===== config.mk =====
export PLATFORM = sky130hd
export DESIGN_NAME = adc_serial_rdout
export DESIGN_NICKNAME = d
export VERILOG_FILES = /design/src/rtl/adc_rd_pkg.sv /design/src/rtl/adc_dclk_gen.sv /design/src/rtl/adc_busy_watch.sv /design/src/rtl/adc_shift_capture.sv /design/src/rtl/adc_serial_rdout.sv
export SDC_FILE = /design/constraint.sdc
export NUM_CORES = 1
export LEC_CHECK = 0
export CORE_ASPECT_RATIO = 0.9
export CORE_MARGIN = 8
export CORE_UTILIZATION = 50
export CTS_CLUSTER_SIZE = 14
export DETAILED_ROUTE_END_ITERATION = 7
export PLACE_DENSITY = 0.74
export SYNTH_ARGS = -nofsm -noshare
export SYNTH_HDL_FRONTEND = slang
export SYNTH_SLANG_ARGS = --single-unit

===== constraint.sdc =====
create_clock -name clk -period 2.09 [get_ports clk]
set_input_delay 0.418 -clock clk [delete_from_list [all_inputs] [get_ports clk]]
set_output_delay 0.418 -clock clk [all_outputs]
set_load 0.02 [all_outputs]

===== src/rtl/adc_rd_pkg.sv =====
package adc_rd_pkg;

  typedef enum logic [2:0] {
    ST_IDLE,
    ST_ARM,
    ST_P0_RISE,
    ST_P0_FALL,
    ST_MARK,
    ST_DATA
  } rd_state_t;

  // whole system cycles that fit inside a time window (rounded down, so safe)
  function automatic int ns_to_cycles(input int ns, input int sys_hz);
    return (ns * (sys_hz / 1_000_000)) / 1000;
  endfunction

  // frequency of the divided data clock
  function automatic int dclk_freq(input int sys_hz, input int half);
    return sys_hz / (2 * half);
  endfunction

  // length of one data-clock half period in ns
  function automatic int half_period_ns(input int sys_hz, input int half);
    return (half * 1000) / (sys_hz / 1_000_000);
  endfunction

  // system cycles from the start edge to the falling edge of pulse k
  function automatic int fall_offset(input int k, input int half);
    return 2 * half * (k + 1);
  endfunction

endpackage


===== src/rtl/adc_dclk_gen.sv =====
module adc_dclk_gen #(
  parameter int HALF = 2
) (
  input  logic clk,
  input  logic rst_n,
  output logic dclk_o,
  output logic rise_evt_o,
  output logic fall_evt_o
);
  localparam int CW = $clog2(HALF + 1);

  logic [CW-1:0] cnt_q;
  logic          dclk_q;
  logic          wrap;

  assign wrap       = (cnt_q == CW'(HALF - 1));
  assign rise_evt_o = wrap && !dclk_q;
  assign fall_evt_o = wrap && dclk_q;
  assign dclk_o     = dclk_q;

  always_ff @(posedge clk or negedge rst_n) begin
    if (!rst_n) begin
      cnt_q  <= '0;
      dclk_q <= 1'b0;
    end else if (wrap) begin
      cnt_q  <= '0;
      dclk_q <= !dclk_q;
    end else begin
      cnt_q  <= cnt_q + 1'b1;
    end
  end


  dclk_hold_chk: assert property (@(posedge clk) disable iff (!rst_n)
    (!rise_evt_o && !fall_evt_o) |=> $stable(dclk_o));
endmodule


===== src/rtl/adc_busy_watch.sv =====
module adc_busy_watch #(
  parameter int LIMIT = 4
) (
  input  logic clk,
  input  logic rst_n,
  input  logic arm_i,
  input  logic clr_i,
  input  logic busy_n_i,
  output logic tmo_o
);
  localparam int CW = $clog2(LIMIT + 1);

  logic [CW-1:0] cnt_q;
  logic          act_q;

  assign tmo_o = act_q && busy_n_i && (cnt_q == CW'(LIMIT - 1));

  always_ff @(posedge clk or negedge rst_n) begin
    if (!rst_n) begin
      act_q <= 1'b0;
      cnt_q <= '0;
    end else if (arm_i) begin
      act_q <= 1'b1;
      cnt_q <= '0;
    end else if (clr_i || !busy_n_i || tmo_o) begin
      act_q <= 1'b0;
    end else if (act_q) begin
      cnt_q <= cnt_q + 1'b1;
    end
  end


  tmo_single_chk: assert property (@(posedge clk) disable iff (!rst_n)
    tmo_o |=> !tmo_o);
endmodule


===== src/rtl/adc_shift_capture.sv =====
module adc_shift_capture #(
  parameter int W = 16
) (
  input  logic         clk,
  input  logic         rst_n,
  input  logic         clr_i,
  input  logic         shift_i,
  input  logic         bit_i,
  output logic         last_o,
  output logic [W-1:0] word_o,
  output logic         valid_o
);
  localparam int CW = $clog2(W + 1);

  logic [CW-1:0] cnt_q;
  logic [W-1:0]  sh_q;
  logic [W-1:0]  word_q;
  logic          valid_q;

  assign last_o  = shift_i && (cnt_q == CW'(W - 1));
  assign word_o  = word_q;
  assign valid_o = valid_q;

  always_ff @(posedge clk or negedge rst_n) begin
    if (!rst_n) begin
      cnt_q   <= '0;
      sh_q    <= '0;
      word_q  <= '0;
      valid_q <= 1'b0;
    end else begin
      valid_q <= 1'b0;
      if (clr_i) begin
        cnt_q <= '0;
      end else if (shift_i) begin
        sh_q  <= {sh_q[W-2:0], bit_i};
        cnt_q <= cnt_q + 1'b1;
        if (last_o) begin
          word_q  <= {sh_q[W-2:0], bit_i};
          valid_q <= 1'b1;
        end
      end
    end
  end


  valid_from_shift_chk: assert property (@(posedge clk) disable iff (!rst_n)
    valid_o |-> $past(shift_i));
endmodule


===== src/rtl/adc_serial_rdout.sv =====
module adc_serial_rdout #(
  parameter int SYS_CLK_HZ   = 50_000_000,
  parameter int DCLK_HALF    = 2,
  parameter int WORD_W       = 16,
  parameter int BUSY_MAX_NS  = 83,
  parameter int RC_SETUP_NS  = 15,
  parameter int MIN_DCLK_HZ  = 10_000_000
) (
  input  logic              clk,
  input  logic              rst_n,
  input  logic              start_i,
  output logic              ready_o,
  output logic              dclk_o,
  output logic              cs_n_o,
  output logic              rc_n_o,
  input  logic              busy_n_i,
  input  logic              sync_i,
  input  logic              sdata_i,
  output logic [WORD_W-1:0] word_o,
  output logic              word_valid_o,
  output logic              busy_err_o,
  output logic              sync_err_o
);
  import adc_rd_pkg::*;

  localparam int BUSY_CYC = ns_to_cycles(BUSY_MAX_NS, SYS_CLK_HZ);
  localparam int DCLK_HZ  = dclk_freq(SYS_CLK_HZ, DCLK_HALF);
  localparam int HALF_NS  = half_period_ns(SYS_CLK_HZ, DCLK_HALF);

  generate
    if (DCLK_HZ < MIN_DCLK_HZ) begin : g_slow_dclk
      $error("data clock divider gives a rate below the minimum");
    end
    if (HALF_NS <= RC_SETUP_NS) begin : g_short_setup
      $error("data clock half period does not cover read/convert setup");
    end
    if (BUSY_CYC < 1) begin : g_busy_window
      $error("busy window shorter than one system cycle");
    end
  endgenerate

  // named internal events
  logic dclk_rise, dclk_fall;
  logic busy_tmo, watch_arm;
  logic mark_evt, shift_evt, last_bit;
  logic cap_valid;

  rd_state_t state_q;
  logic      cs_n_q, rc_n_q, berr_q, serr_q;

  adc_dclk_gen #(.HALF(DCLK_HALF)) u_dclk (
    .clk        (clk),
    .rst_n      (rst_n),
    .dclk_o     (dclk_o),
    .rise_evt_o (dclk_rise),
    .fall_evt_o (dclk_fall)
  );

  assign watch_arm = (state_q == ST_ARM) && dclk_fall;
  assign mark_evt  = (state_q == ST_MARK) && dclk_fall;
  assign shift_evt = (state_q == ST_DATA) && dclk_fall;

  adc_busy_watch #(.LIMIT(BUSY_CYC)) u_watch (
    .clk      (clk),
    .rst_n    (rst_n),
    .arm_i    (watch_arm),
    .clr_i    (state_q == ST_IDLE),
    .busy_n_i (busy_n_i),
    .tmo_o    (busy_tmo)
  );

  adc_shift_capture #(.W(WORD_W)) u_cap (
    .clk     (clk),
    .rst_n   (rst_n),
    .clr_i   (mark_evt),
    .shift_i (shift_evt),
    .bit_i   (sdata_i),
    .last_o  (last_bit),
    .word_o  (word_o),
    .valid_o (cap_valid)
  );

  always_ff @(posedge clk or negedge rst_n) begin
    if (!rst_n) begin
      state_q <= ST_IDLE;
      cs_n_q  <= 1'b1;
      rc_n_q  <= 1'b1;
      berr_q  <= 1'b0;
      serr_q  <= 1'b0;
    end else begin
      berr_q <= 1'b0;
      serr_q <= 1'b0;
      if (busy_tmo) begin
        cs_n_q  <= 1'b1;
        rc_n_q  <= 1'b1;
        berr_q  <= 1'b1;
        state_q <= ST_IDLE;
      end else begin
        unique case (state_q)
          ST_IDLE: if (start_i) state_q <= ST_ARM;
          ST_ARM: if (dclk_fall) begin
            cs_n_q  <= 1'b0;
            rc_n_q  <= 1'b0;
            state_q <= ST_P0_RISE;
          end
          ST_P0_RISE: if (dclk_rise) state_q <= ST_P0_FALL;
          ST_P0_FALL: if (dclk_fall) begin
            rc_n_q  <= 1'b1;
            state_q <= ST_MARK;
          end
          ST_MARK: if (dclk_fall) begin
            if (sync_i) begin
              state_q <= ST_DATA;
            end else begin
              serr_q  <= 1'b1;
              cs_n_q  <= 1'b1;
              state_q <= ST_IDLE;
            end
          end
          ST_DATA: if (last_bit) begin
            cs_n_q  <= 1'b1;
            state_q <= ST_IDLE;
          end
          default: state_q <= ST_IDLE;
        endcase
      end
    end
  end

  assign cs_n_o       = cs_n_q;
  assign rc_n_o       = rc_n_q;
  assign busy_err_o   = berr_q;
  assign sync_err_o   = serr_q;
  assign word_valid_o = cap_valid;
  assign ready_o      = (state_q == ST_IDLE);


  rc_fall_in_cs_chk: assert property (@(posedge clk) disable iff (!rst_n)
    $fell(rc_n_o) |-> !cs_n_o);

  rc_rise_edge_chk: assert property (@(posedge clk) disable iff (!rst_n)
    $rose(rc_n_o) |-> ($past(dclk_fall) || $past(busy_tmo)));

  busy_late_chk: assert property (@(posedge clk) disable iff (!rst_n)
    busy_err_o |-> ($past(busy_n_i) && cs_n_o && rc_n_o));

  mark_missing_chk: assert property (@(posedge clk) disable iff (!rst_n)
    sync_err_o |-> (!$past(sync_i) && cs_n_o));

  word_cs_high_chk: assert property (@(posedge clk) disable iff (!rst_n)
    word_valid_o |-> (cs_n_o && ready_o));

  outcome_onehot_chk: assert property (@(posedge clk) disable iff (!rst_n)
    $onehot0({word_valid_o, busy_err_o, sync_err_o}));
endmodule


======== After elaboration in Yosys (flattened, before gate mapping) ========
Cells that the tools add are included.
word-level totals
  bits in registers ....................... 51
  input bits .............................. 6
  word-level logic and storage cells ...... 91
operators by class
  add/subtract/negate cells ............... 3
  equality and inequality tests ........... 16
  mux-type cells .......................... 34
  bitwise gates (word level) .............. 1
  reductions and logical operators ........ 24
operators by type and width
  operator                                       count
  two-way mux 3 bit                              11
  != test 3 x 2 -> 1 bit, second input constant  6
  case mux 3 bit (6 select lines)                1
  two-way mux 1 bit                              17
  two-way mux 5 bit                              2
  == test 3 x 2 -> 1 bit, second input constant  3
  logical AND 1 bit                              8
  == test 3 bit, second input constant           2
  AND reduction 3 bit                            2
  AND reduction 6 bit                            1
  nonzero test 2 bit                             3
  adder 5 x 1 -> 5 bit, second input constant    1
  == test 5 x 4 -> 1 bit, second input constant  1
  AND reduction 5 bit                            1
  AND reduction 2 bit                            2
  nonzero test 4 bit                             1
  adder 3 x 1 -> 3 bit, second input constant    1
  == test 3 x 1 -> 1 bit, second input constant  1
  zero test 3 bit                                1
  != test 3 bit, second input constant           1
  case mux 1 bit (3 select lines)                1
  nonzero test 3 bit                             1
  adder 2 x 1 -> 2 bit, second input constant    1
  == test 2 x 1 -> 1 bit, second input constant  1
  6 further kinds                                8

======== Logic depth before layout (Yosys ltp) ========
  word-level depth ........................ 7
  gate-level depth with buffers ........... 7
  depth with buffers taken out ............ 7

======== Hierarchy ========
From an unflattened synthesis, not the netlist that was laid out.
second synthesis, totals
  cell total of the unflattened synthesis .. 168
  area total of the unflattened synthesis .. 2372.3 um^2
modules (own cells, without submodules)
  module             times used  cells each  area an instance (um^2)  sequential area each (um^2)
  adc_shift_capture  1           93          1572.8                   925.9
  adc_serial_rdout   1           46          440.4                    177.7
  adc_busy_watch     1           19          232.7                    100.1
  adc_dclk_gen       1           10          126.4                    75.1

======== Worst setup path before layout ========
No wires, ideal clock.
  path type ............................... reg-to-reg
  start point ............................. register u_dclk.dclk_q, in the netlist u_dclk.dclk_o
  end point ............................... register u_cap.sh_q[0]
  setup time .............................. 0.125 ns
  arrival time ............................ 1.688 ns
  required time ........................... 1.965 ns
  slack ................................... 0.277 ns
  cell stages (with the launch flop) ...... 5
  buffers on the path ..................... 1
  clock period less this slack ............ 1.813 ns
  cell sequence ........................... dfrtp_1 nand2_1 nor3_4 buf_2 mux2_2
between the ends
  word-level cells in the longest chain between the ends .. 4
  elaborated cells on any way between the ends .. 5
ends and longest elaborated chain
  element                            line                     source
  start: declaration                 adc_dclk_gen.sv:13       logic dclk_q;
  start signal: assignment           adc_dclk_gen.sv:27       dclk_q <= !dclk_q;
  logical AND 1 bit (*)              adc_dclk_gen.sv:18       assign fall_evt_o = wrap && dclk_q;
  logical AND 1 bit                  adc_serial_rdout.sv:60   assign mark_evt = (state_q == ST_MARK) && dclk_fall;
  inverter 1 bit (no line)           --
  AND reduction 2 bit (no line) (*)  --
  end signal: assignment             adc_shift_capture.sv:35  sh_q <= {sh_q[W-2:0], bit_i};
  end: declaration                   adc_shift_capture.sv:16  logic [W-1:0] sh_q;
Mark *: on every way between the ends. The rest lies on a longest branch, timed or not.
A chain may end at the register's enable or synchronous reset.

======== Final worst setup path ========
  start point ............................. register state_q[0]
  end point ............................... output port ready_o
between the ends
  word-level cells in the longest chain between the ends .. 1
ends and longest elaborated chain
  element                   line                     source
  start: declaration        adc_serial_rdout.sv:48   rd_state_t state_q;
  start signal: assignment  adc_serial_rdout.sv:85   state_q <= ST_IDLE;
  start signal: assignment  adc_serial_rdout.sv:97   state_q <= ST_IDLE;
  start signal: assignment  adc_serial_rdout.sv:100  ST_IDLE: if (start_i) state_q <= ST_ARM;
  zero test 3 bit           adc_serial_rdout.sv:135  assign ready_o = (state_q == ST_IDLE);
  end: declaration          adc_serial_rdout.sv:12   output logic ready_o,
No other way between the ends.

==> results_tabular.tex <==
\begin{tabular}{lr}
\hline
Metric & Value \\
\hline
\multicolumn{2}{l}{\textbf{GRT}} \\
Wire length of the first global-routing pass & 6.80 mm \\
Number of antenna violations at the first check in global routing & 0 \\
GR Overflow Total & 0 \\
Pin count of the biggest net entering global routing & 52 \\
GRT Util Overall & 12.8\% \\
Vias in the first global route & 1381 \\
\multicolumn{2}{l}{\textbf{Synth}} \\
EDFF count, synth & 0 \\
Gate count after technology mapping & 161 \\
Post-Synthesis Cell Area & about 2200 um\^{}2 \\
Top cell types by occurrence after synthesis & sky130\_fd\_sc\_hd\_\_dfrtp\_1, sky130\_fd\_sc\_hd\_\_mux2\_2, sky130\_fd\_sc\_hd\_\_o21ai\_0, sky130\_fd\_sc\_hd\_\_mux2\_4, sky130\_fd\_sc\_hd\_\_nand2\_1 \\
Total number of yosys warnings & 0 \\
Fraction of synthesized cell area taken by the top area cell type & 56.7\% \\
Synth async-reset ratio & between 90\% and 100\% \\
Yosys top cell by area & sky130\_fd\_sc\_hd\_\_dfrtp\_1 \\
Top cells by area, synth & sky130\_fd\_sc\_hd\_\_dfrtp\_1, sky130\_fd\_sc\_hd\_\_mux2\_2, sky130\_fd\_sc\_hd\_\_mux2\_4 \\
Post-synth net total & 171 \\
Most numerous cell in the Yosys netlist & sky130\_fd\_sc\_hd\_\_dfrtp\_1 \\
Netlist cell types & 31 \\
Proportion of synthesized chip area in sequential cells & 59.1\% \\
Total of flip-flops plus latches after synthesis & 51 \\
Avg Inst Size Synth & 13.4 um\^{}2 \\
Top flip-flop cell by instance count after synthesis & sky130\_fd\_sc\_hd\_\_dfrtp\_1 \\
\multicolumn{2}{l}{\textbf{CTS}} \\
Number of clock buffers inserted by TritonCTS & 5 \\
Clock transition time at the flip-flop clock pins of the worst setup and hold paths & 0.09 ns \\
CTS Sinks & 51 \\
CTS H-tree lvls & 2 \\
Cell at the root of the clock tree & sky130\_fd\_sc\_hd\_\_clkbuf\_8 \\
TritonCTS clock tree & built \\
Clock Tree Buf Depth & 2 \\
Later-pin clock latency in the skew report & just over 0.3 ns \\
Post-CTS Setup Bufs & 0 \\
\multicolumn{2}{l}{\textbf{Pwr}} \\
Reported net switching power & between 0.0006 and 0.0007 W \\
Internal cell power & 0.00172 W \\
Leakage & 1.30 nW \\
Proportion of power drawn by combinational gates & 19.3\% \\
Proportion of power drawn by the clock network & between 20\% and 30\% \\
Power density over the cells & 922 nW/um\^{}2 \\
Net Sw Frac & 28.9\% \\
Share of power burned in registers & 50.8\% \\
Max rail drop VDD & 0.501 mV \\
\multicolumn{2}{l}{\textbf{Timing}} \\
Setup total negative slack & 0 ns \\
Post-route worst setup slack & 0.210 ns \\
Count of final hold-check violations & 0 \\
Upper clock frequency limit & 532 MHz \\
Fin crit share & 90.0\% \\
Post-layout minimum cycle time & 1.88 ns \\
Worst relative slew slack & 59.2\% \\
Max-slew violations & 0 \\
Number of setup violations in the final report & 0 \\
Clock Skew & 0.00754 ns \\
Unrepaired setup endpoints after global routing & no \\
Slew of the pin with the lowest slew margin & a little over 0.6 ns \\
\multicolumn{2}{l}{\textbf{Die}} \\
Vertical die dimension & 78.4 um \\
Standard cell core area & 4130 um\^{}2 \\
Initial core utilization & 52.4\% \\
Die Footprint & roughly 6700 um\^{}2 \\
Number of standard-cell rows in the floorplan & 22 \\
Total I/O pin count & 29 \\
DIE WIDTH & 85.3 um \\
\multicolumn{2}{l}{\textbf{Hold path}} \\
Hold crit path type & input port to asynchronous set/reset pin \\
\multicolumn{2}{l}{\textbf{Status}} \\
Outcome & finished, final reports clean \\
\multicolumn{2}{l}{\textbf{Route}} \\
Routed len/inst & roughly 16 um \\
Starting DRT DRC Count & 102 \\
Number of optimization iterations in the first detailed-route pass & 4 \\
Post-detailed-route DRC marker count & 0 \\
Via count & 1359 \\
Vias per cell & $\sim$5.5 \\
Routed Wire Length & 4.02 mm \\
Antenna Nets Post-Route & 0 \\
\multicolumn{2}{l}{\textbf{Worst setup path}} \\
CP Cell Sequence & nor3\_1 -> dlygate4sd2\_1 \\
Longest individual stage delay on the worst path & $\sim$0.5 ns \\
Startpoint of the worst-slack reg-to-reg timing path & u\_cap.cnt\_q[0]\$\_DFFE\_PN0P\_ \\
Data arrival time at the worst-slack endpoint & about 1.5 ns \\
Critical Path Slowest Stage Cell & sky130\_fd\_sc\_hd\_\_dfrtp\_1 \\
Setup crit start kind & flop \\
Worst R2R Path Depth & 5 \\
Setup slack, reg-to-reg & 0.26 ns \\
Worst path required time & 1.67 ns \\
Maximum fanout count along the critical path & 12 \\
Kind of cell adding the most delay to the critical path & flip-flops \\
Element type at the critical path end & output pin \\
Critical Setup Path Class & flop to output pin \\
Critical register-to-register path endpoint & u\_cap.word\_o[5]\$\_DFFE\_PN0P\_ \\
Worst path bufs/invs & 1 \\
\multicolumn{2}{l}{\textbf{Placed design}} \\
Input/output buffers & 28 \\
Final estimated routing congestion in global placement & 0.876 \\
DPL Wire Length & 2.79 mm \\
Setup slack at placement & approximately 0.26 ns \\
\multicolumn{2}{l}{\textbf{Layout}} \\
Share of the core filled with cells & 63.5\% \\
Total of fill cells in the finished design & 317 \\
Nets & 206 \\
Fraction of layout instances using a drive strength above 1 & 26.9\% \\
Area added between synthesis and finish & 21.2\% \\
Count of antenna diodes in the layout & 0 \\
\multicolumn{2}{l}{\textbf{Run}} \\
MaxCap Viol Count & 0 \\
\hline
\end{tabular}
## cell families (layout without fill, tap and decap cells)
family,count (synthesis),after routing,share of synthesized area (%)
flops,51,51,59.1
fa+ha+maj,4,4,2.31
mux,34,34,19.1
simple gates,37,37,10.3
xor+xnor,3,3,1.21
compound gates,20,20,5.38
buf+inv,12,48,2.60
## how the worst max path moves through the flow
stage,depth (start not counted),end,from
2_1_floorplan,4,u_cap.sh_q[0]$_DFFE_PN0P_,u_dclk.dclk_o$_DFFE_PN0N_
3_3_place_gp,2,ready_o,state_q[0]$_DFFE_PN0P_
3_5_place_dp,5,u_cap.word_o[5]$_DFFE_PN0P_,u_cap.cnt_q[0]$_DFFE_PN0P_
4_1_cts,1,rc_n_o,rc_n_o$_DFFE_PN1P_
5_1_grt,2,ready_o,state_q[0]$_DFFE_PN0P_
6_report,2,ready_o,state_q[0]$_DFFE_PN0P_
## stage by stage
stage	hold slack, ns	total power, W	std cells	area, um^2
5_1_grt	0.259	0.00253	245	2620
4_1_cts	0.228	0.00243	245	2620
2_1_floorplan	0.122	0.00154	161	2160
3_5_place_dp	0.483	0.00171	237	2500
3_3_place_gp	0.473	0.00167	237	2500
6_report	0.201	0.00242	245	2620
## registers in the layout (all words and copies together), names as in the netlist
signal         flops
u_watch.act_q      1
sync_err_o         1
rc_n_o             1
u_dclk.dclk_o      1
u_watch.cnt_q      3
u_dclk.cnt_q       2
busy_err_o         1
cs_n_o             1
u_cap.valid_o      1
u_cap.cnt_q        5
u_cap.sh_q        15
u_cap.word_o      16
state_q            3
## routing by layer
metal	share of wire, %	GRT usage (%)	vias up
met2	51	21.5	39
met3	5.6	3.43	9
met5	0	0	-
met4	2.1	6.12	0
li1	-	-	630
met1	42	14.8	681
## cell usage in the layout, fill, tap and decap left out, drive strengths merged
cell           synthesis  final
nor4                   3      3
dfrtp                 49     49
nand3                  3      3
and3                   1      1
or2                    2      2
nand3b                 1      1
a31oi                  1      1
nor3                   4      4
nand2                 10     10
a21o                   1      1
dfstp                  2      2
o21ai                 12     12
mux2i                  3      3
ha                     4      4
mux2                  31     31
nand2b                 2      2
dlygate4sd2            0      1
clkbuf                 0      6
bufinv                 0      1
clkdlybuf4s50          0     26
a32o                   1      1
buf                    4      5
nor2                   4      4
a22o                   2      2
a21oi                  3      3
nor2b                  5      5
or3b                   1      1
xnor2                  3      3
and3b                  1      1
inv                    8      9
## final cells by class
| class | count | area [um^2] | share of cell area (%) |
|---|---|---|---|
| tap | 48 | 60.1 | 2.29 |
| sequential | 51 | 1280 | 48.8 |
| multi-input combinational | 98 | 828 | 31.6 |
| timing repair buffer | 32 | 304 | 11.6 |
| clock buffer | 6 | 82.6 | 3.15 |
| inverter | 8 | 30.0 | 1.15 |
| clock inverter | 2 | 38.8 | 1.48 |
## what timing repair did
item | CTS | global route
gates resized for setup | 1 | 0
hold buffers | 0 | 0
endpoints found under the setup margin | 1 | 0
## power groups by stage
| stage | logic (W) | clock network, W | registers (W) |
|---|---|---|---|
| finish | 0.000466 | 0.000723 | 0.00123 |
| global route | 0.000516 | 0.000769 | 0.00124 |
| CTS | 0.000468 | 0.000731 | 0.00123 |
| detailed placement | 0.000468 | 0 | 0.00125 |
| global placement | 0.000435 | 0 | 0.00123 |
| floorplan | 0.000322 | 0 | 0.00121 |
No activity file was read; power rests on OpenSTA's default activity.
